===== config.mk =====
export PLATFORM = sky130hd
export DESIGN_NAME = hzi_interlock
export DESIGN_NICKNAME = d
export VERILOG_FILES = /design/src/rtl/hzi_pkg.sv /design/src/rtl/hzi_src_match.sv /design/src/rtl/hzi_wb_track.sv /design/src/rtl/hzi_bubble_ctrl.sv /design/src/rtl/hzi_interlock.sv
export SDC_FILE = /design/constraint.sdc
export NUM_CORES = 1
export LEC_CHECK = 0
export ABC_AREA = 1
export BUFFER_PORTS_ARGS = -buffer_cell sky130_fd_sc_hd__buf_4
export CORE_MARGIN = 4
export CORE_UTILIZATION = 35
export DETAILED_ROUTE_END_ITERATION = 8
export SLEW_MARGIN = 40
export SYNTH_ARGS = -nofsm -noshare
export SYNTH_HDL_FRONTEND = slang
export SYNTH_SLANG_ARGS = --single-unit

===== constraint.sdc =====
create_clock -name clk_i -period 1.45 [get_ports clk_i]
set_clock_uncertainty 0.05 [all_clocks]
set_input_delay 0.0725 -clock clk_i [delete_from_list [all_inputs] [get_ports clk_i]]
set_output_delay 0.0725 -clock clk_i [all_outputs]
set_load 0.05 [all_outputs]

===== src/rtl/hzi_pkg.sv =====
package hzi_pkg;
  localparam int unsigned ROLE_W = 2;
  localparam int unsigned SEL_W  = 2;

  typedef enum logic [ROLE_W-1:0] {
    ROLE_ALU    = 2'd0,
    ROLE_ADDR   = 2'd1,
    ROLE_BRANCH = 2'd2,
    ROLE_SDATA  = 2'd3
  } op_role_e;

  typedef enum logic [SEL_W-1:0] {
    BYP_RF = 2'd0,
    BYP_S3 = 2'd1,
    BYP_WB = 2'd2
  } byp_sel_e;
endpackage


===== src/rtl/hzi_src_match.sv =====
module hzi_src_match
  import hzi_pkg::*;
#(
  parameter int unsigned AW = 5
) (
  input  logic [AW-1:0] rs_idx_i,
  input  logic          rs_use_i,
  input  op_role_e      role_i,
  input  logic          s3_live_i,
  input  logic [AW-1:0] s3_rd_i,
  input  logic          s3_wen_i,
  input  logic          s3_late_i,
  input  logic          wb_valid_i,
  input  logic [AW-1:0] wb_rd_i,
  output logic          hazard_o,
  output logic          sdata_defer_o,
  output byp_sel_e      byp_sel_o
);
  logic rs_live;
  logic s3_hit;
  logic wb_hit;

  assign rs_live = rs_use_i && (rs_idx_i != '0);
  assign s3_hit  = rs_live && s3_live_i && s3_wen_i && (s3_rd_i == rs_idx_i);
  assign wb_hit  = rs_live && wb_valid_i && (wb_rd_i == rs_idx_i);

  // store data is consumed in stage 3, so a late result is deferred, not stalled
  assign hazard_o      = s3_hit && s3_late_i && (role_i != ROLE_SDATA);
  assign sdata_defer_o = s3_hit && s3_late_i && (role_i == ROLE_SDATA);

  always_comb begin
    byp_sel_o = BYP_RF;
    if (s3_hit) begin
      if (!s3_late_i) byp_sel_o = BYP_S3;
    end else if (wb_hit) begin
      byp_sel_o = BYP_WB;
    end
  end
endmodule


===== src/rtl/hzi_wb_track.sv =====
module hzi_wb_track #(
  parameter int unsigned AW = 5
) (
  input  logic          clk_i,
  input  logic          rst_ni,
  input  logic          rec_en_i,
  input  logic [AW-1:0] rec_rd_i,
  output logic          wb_valid_o,
  output logic [AW-1:0] wb_rd_o
);
  always_ff @(posedge clk_i or negedge rst_ni) begin
    if (!rst_ni) begin
      wb_valid_o <= 1'b0;
      wb_rd_o    <= '0;
    end else begin
      wb_valid_o <= rec_en_i;
      if (rec_en_i) wb_rd_o <= rec_rd_i;
    end
  end
endmodule


===== src/rtl/hzi_bubble_ctrl.sv =====
module hzi_bubble_ctrl (
  input  logic clk_i,
  input  logic rst_ni,
  input  logic stall_i,
  input  logic s2_valid_i,
  input  logic sdata_defer_i,
  output logic bubble_q_o,
  output logic sdata_fwd_o
);
  always_ff @(posedge clk_i or negedge rst_ni) begin
    if (!rst_ni) begin
      bubble_q_o  <= 1'b0;
      sdata_fwd_o <= 1'b0;
    end else begin
      bubble_q_o  <= stall_i;
      sdata_fwd_o <= s2_valid_i && !stall_i && sdata_defer_i;
    end
  end
endmodule


===== src/rtl/hzi_interlock.sv =====
module hzi_interlock
  import hzi_pkg::*;
#(
  parameter int unsigned AW      = 5,
  parameter int unsigned NUM_SRC = 2
) (
  input  logic                      clk_i,
  input  logic                      rst_ni,
  input  logic                      s2_valid_i,
  input  logic [NUM_SRC*AW-1:0]     s2_rs_idx_i,
  input  logic [NUM_SRC-1:0]        s2_rs_use_i,
  input  logic [NUM_SRC*ROLE_W-1:0] s2_rs_role_i,
  input  logic                      s3_valid_i,
  input  logic [AW-1:0]             s3_rd_idx_i,
  input  logic                      s3_rd_wen_i,
  input  logic                      s3_late_i,
  output logic                      stall_o,
  output logic                      bubble_o,
  output logic [NUM_SRC*SEL_W-1:0]  s2_byp_sel_o,
  output logic                      s3_sdata_fwd_o
);
  logic               bubble_q;
  logic               s3_live;
  logic               wb_valid;
  logic [AW-1:0]      wb_rd;
  logic [NUM_SRC-1:0] hz_vec;
  logic [NUM_SRC-1:0] defer_vec;
  logic               rec_en;

  // stage 3 holds our own bubble the cycle after a stall
  assign s3_live = s3_valid_i && !bubble_q;
  assign rec_en  = s3_live && s3_rd_wen_i && (s3_rd_idx_i != '0);

  hzi_wb_track #(.AW(AW)) i_wb_track (
    .clk_i     (clk_i),
    .rst_ni    (rst_ni),
    .rec_en_i  (rec_en),
    .rec_rd_i  (s3_rd_idx_i),
    .wb_valid_o(wb_valid),
    .wb_rd_o   (wb_rd)
  );

  for (genvar i = 0; i < NUM_SRC; i++) begin : g_src
    byp_sel_e sel;

    hzi_src_match #(.AW(AW)) i_match (
      .rs_idx_i     (s2_rs_idx_i[AW*i +: AW]),
      .rs_use_i     (s2_rs_use_i[i]),
      .role_i       (op_role_e'(s2_rs_role_i[ROLE_W*i +: ROLE_W])),
      .s3_live_i    (s3_live),
      .s3_rd_i      (s3_rd_idx_i),
      .s3_wen_i     (s3_rd_wen_i),
      .s3_late_i    (s3_late_i),
      .wb_valid_i   (wb_valid),
      .wb_rd_i      (wb_rd),
      .hazard_o     (hz_vec[i]),
      .sdata_defer_o(defer_vec[i]),
      .byp_sel_o    (sel)
    );

    assign s2_byp_sel_o[SEL_W*i +: SEL_W] = sel;

    // stalled operand picks up the prior writeback after its bubble
    p_byp_after_bubble_r10: assert property (@(posedge clk_i) disable iff (!rst_ni)
      (stall_o && hz_vec[i]) |=> (s2_byp_sel_o[SEL_W*i +: SEL_W] == BYP_WB));
  end

  assign stall_o  = s2_valid_i && (|hz_vec);
  assign bubble_o = stall_o;

  hzi_bubble_ctrl i_bubble_ctrl (
    .clk_i        (clk_i),
    .rst_ni       (rst_ni),
    .stall_i      (stall_o),
    .s2_valid_i   (s2_valid_i),
    .sdata_defer_i(|defer_vec),
    .bubble_q_o   (bubble_q),
    .sdata_fwd_o  (s3_sdata_fwd_o)
  );

  p_single_bubble_r9: assert property (@(posedge clk_i) disable iff (!rst_ni)
    stall_o |=> !stall_o);

  p_x0_no_stall_r7: assert property (@(posedge clk_i) disable iff (!rst_ni)
    (s3_rd_idx_i == '0) |-> !stall_o);

  p_invalid_no_stall_r11: assert property (@(posedge clk_i) disable iff (!rst_ni)
    !s2_valid_i |-> !stall_o);

  p_sdata_no_stall_r3: assert property (@(posedge clk_i) disable iff (!rst_ni)
    s3_sdata_fwd_o |-> !$past(stall_o));
endmodule


==> impl_metrics.ini <==
[synth]
synth_compound_area_share_pct = 9.17
seq_area_frac_synth_pct = 26.2
avgSynthCellArea_um2 = 6.32
ys_warn_count = 0
ys_seq_elements = 8
synthAdderAreaFrac_pct = 0
synth_top_family_by_area = simple AND/OR/NAND/NOR gates
synth.distinct_cells = 24
synth_cells = 121
synth_nets = 148
yosys.area_share.simple_pct = 45.3
synth_area_um2 = 764
synth_xor_xnor_area_share_pct = 6.87
synth.area.mux_share_pct = 0

[routing]
viasPerCell = 4.75
dr.pass1.iters = 4
drt_iter0_markers = 8
drc_errors = 0
routedWlPerCell_um = 12.2
vias = 908
drt_wl_total_um = 2320
drtAntennaViolNets = 0

[critical_path]
worstPathRequired_ns = 1.33
reg2reg_slack_ns = -0.02
cp.arrival_ns = 1.58
worst_setup_path_end_kind = output pin
r2r_end = i_bubble_ctrl.sdata_fwd_o
worstSetupEndpoint = stall_o
r2r-start = i_bubble_ctrl.bubble_q_o
reg2reg_depth = 11
critPathKind = reg -> out
critical_path_peak_fanout = 3
cp-start-kind = flip-flop
cp-startpoint = i_bubble_ctrl.bubble_q_o

[power_and_ir_drop]
p_leak_nw = 0.648
power_density_nw_per_um2 = 559
switching_power_uw = 234
p_int_uw = 462
power.total_uw = 695
ir_worst_vdd_mv = 0.448
p_sw_share_pct = 33.6
clock_power_share_pct = 23.3
p_comb_share_pct = 38.1
p_seq_share_pct = 38.6

[final_layout]
area_growth_pct = 62.7
final_layout_size_suffix_gt1_share_pct = 45.1
diodes = 0
fin_util_pct = 61.5
fill_cells = 194
fin_nets = 193

[clock_tree]
cts.sinks = 8
cts_buffer_depth = 2
clkTransAtPathRegs_ns = 0.05
cts_tree = yes
clk_latency_ns = 0.25
cts_htree_levels = 1
clock-root-buffer = clkbuf_4
cts_buffers = 3

[timing]
min_period_ns = 1.71
fin_tns_setup_ns = -1.15
max_slew.worst_pin.slew_ns = 0.293
fmax_mhz = 586
hold_viol = 0
setup_viol = 7
holdWs_ns = 0.0174
worst_slack_ns = -0.257
slew_violations = 0
rsz0062_at_grt = yes
slew_headroom_pct = 80.4
fin_crit_sh_pct = 118

[global_routing]
first_global_vias = 860
grt_pass1_wl_um = 3670
grt_usage_pct = 17.2
antenna_found_initial = 0
grt_overflow = 0
grt_max_degree = 12

[hold_path]
hold_path.class = in -> reg

[place]
dp_hpwl_um = 1900
place_congestion = 0.847
io_buffers = 33

[run_status]
violations = setup timing
status = complete, but fails checks

[floorplanning]
io_pins = 34
die_w_um = 54.7
dieArea_um2 = 3000
core_um2 = 2020
start_util_pct = 37.8
rows = 16
die_h_um = 54.7

[flow_run]
drv_cap = 0
-- area by class of cell --
cell class | instances | area, um^2 | area share, %
Multi-Input combinational cell | 89 | 568 | 45.7
Timing Repair Buffer | 42 | 337 | 27.1
Clock buffer | 3 | 22.5 | 1.81
Tap cell | 27 | 33.8 | 2.72
Sequential cell | 8 | 200 | 16.1
Inverter | 22 | 82.6 | 6.64
-- critical path, stage by stage (launching register included) --
cell     delay, ns
dfrtp_1       0.37
inv_2         0.07
nand3_4       0.09
nor2_2        0.12
nand2_2       0.09
nor2_4        0.12
nand4_4       0.10
a21oi_4       0.19
buf_6         0.18
-- Yosys cell counts, drive strengths merged --
| library cell | instances | area (um^2) |
|---|---|---|
| nor2 | 10 | 65.1 |
| nor4 | 2 | 12.5 |
| nand2 | 43 | 166 |
| o22ai | 1 | 6.26 |
| nand3 | 7 | 45.0 |
| buf | 2 | 12.5 |
| xor2 | 3 | 26.3 |
| nor3 | 4 | 20.0 |
| xnor2 | 3 | 26.3 |
| a21boi | 1 | 7.51 |
| o21ai | 6 | 30.0 |
| nand4 | 5 | 37.5 |
| inv | 22 | 82.6 |
| dfrtp | 8 | 200 |
| o211ai | 1 | 7.51 |
| a21oi | 3 | 18.8 |
-- layer usage --
layer / vias to the layer above / routed length, um / track usage (%) / part of all wire [%]
met5: - / 0 / 0 / 0
met4: 0 / 51 / 8.30 / 2.2
met3: 6 / 130 / 1.36 / 5.6
met2: 28 / 1120 / 27.0 / 48
met1: 401 / 1020 / 23.4 / 44
li1: 473 / - / - / -
-- cell families after synthesis --
| family | Yosys count |
|---|---|
| flops | 8 |
| simple gates | 71 |
| xor+xnor | 6 |
| compound gates | 12 |
| buf+inv | 24 |
-- power groups by stage --
stage          logic [mW]  clock network, mW  registers [mW]
2_1_floorplan       0.129                  0           0.264
3_3_place_gp        0.234                  0           0.270
3_5_place_dp        0.233                  0           0.271
4_1_cts             0.245              0.172           0.267
5_1_grt             0.298              0.181           0.271
6_report            0.265              0.162           0.268
-- through the flow --
step | std cells | instance area [um^2] | setup WS [ns]
after floorplan | 121 | 810 | -0.224
after global placement | 183 | 1100 | -0.0328
after detailed placement | 183 | 1100 | -0.0604
after CTS | 190 | 1170 | -0.272
after global routing | 191 | 1240 | -0.376
final | 191 | 1240 | -0.257
-- state kept, by name (all words and copies together), names as in the netlist --
name and count:
i_wb_track.wb_rd_o 5, i_bubble_ctrl.sdata_fwd_o 1, i_bubble_ctrl.bubble_q_o 1, i_wb_track.wb_valid_o 1
-- worst min-delay path by stage --
stage | cells after the start | startpoint | end | slack, ns
after floorplan | 0 | rst_ni | i_bubble_ctrl.bubble_q_o | -0.27
after global placement | 1 | rst_ni | i_bubble_ctrl.sdata_fwd_o | -0.16
after detailed placement | 1 | rst_ni | i_bubble_ctrl.sdata_fwd_o | -0.15
after CTS | 3 | s2_valid_i | i_bubble_ctrl.sdata_fwd_o | 0.007
after global routing | 3 | s2_valid_i | i_bubble_ctrl.sdata_fwd_o | 0.03
final | 3 | s2_valid_i | i_bubble_ctrl.sdata_fwd_o | 0.02
-- layout by cell type (no fill, tap or decap) --
| cell type | Yosys | routed |
|---|---|---|
| nand2_1 | 41 | 38 |
| buf_4 | 1 | 36 |
| inv_1 | 18 | 17 |
| dfrtp_1 | 8 | 8 |
| o21ai_0 | 6 | 6 |
| inv_2 | 4 | 5 |
| nand2_2 | 2 | 5 |
| buf_6 | 0 | 5 |
| nand4_1 | 4 | 4 |
| nor2_2 | 5 | 4 |
| nand3_2 | 2 | 4 |
| nor2_1 | 3 | 3 |
| nor2_4 | 2 | 3 |
| xor2_1 | 3 | 3 |
| clkbuf_4 | 0 | 3 |
| nor4_2 | 0 | 2 |
| xnor2_1 | 3 | 2 |
| nand3_1 | 5 | 2 |
| a21oi_1 | 2 | 2 |
| nor3_4 | 0 | 2 |
| nand3_4 | 0 | 1 |
| nor3_1 | 4 | 1 |
| nand4_4 | 0 | 1 |
| a21oi_4 | 0 | 1 |
| o211ai_1 | 1 | 1 |
| o22ai_1 | 1 | 1 |
| a21boi_0 | 1 | 1 |
| xnor2_2 | 0 | 1 |
| nor3_2 | 0 | 1 |
| dlygate4sd3_1 | 0 | 1 |
-- what timing repair did --
item,4_1_cts,5_1_grt
hold endpoints to repair,8,0
pin swaps,2,5
setup endpoints to repair,6,7
buffers inserted,3,3
hold buffers,1,0
resized for setup,4,13
No activity file was read; power rests on OpenSTA's default activity.
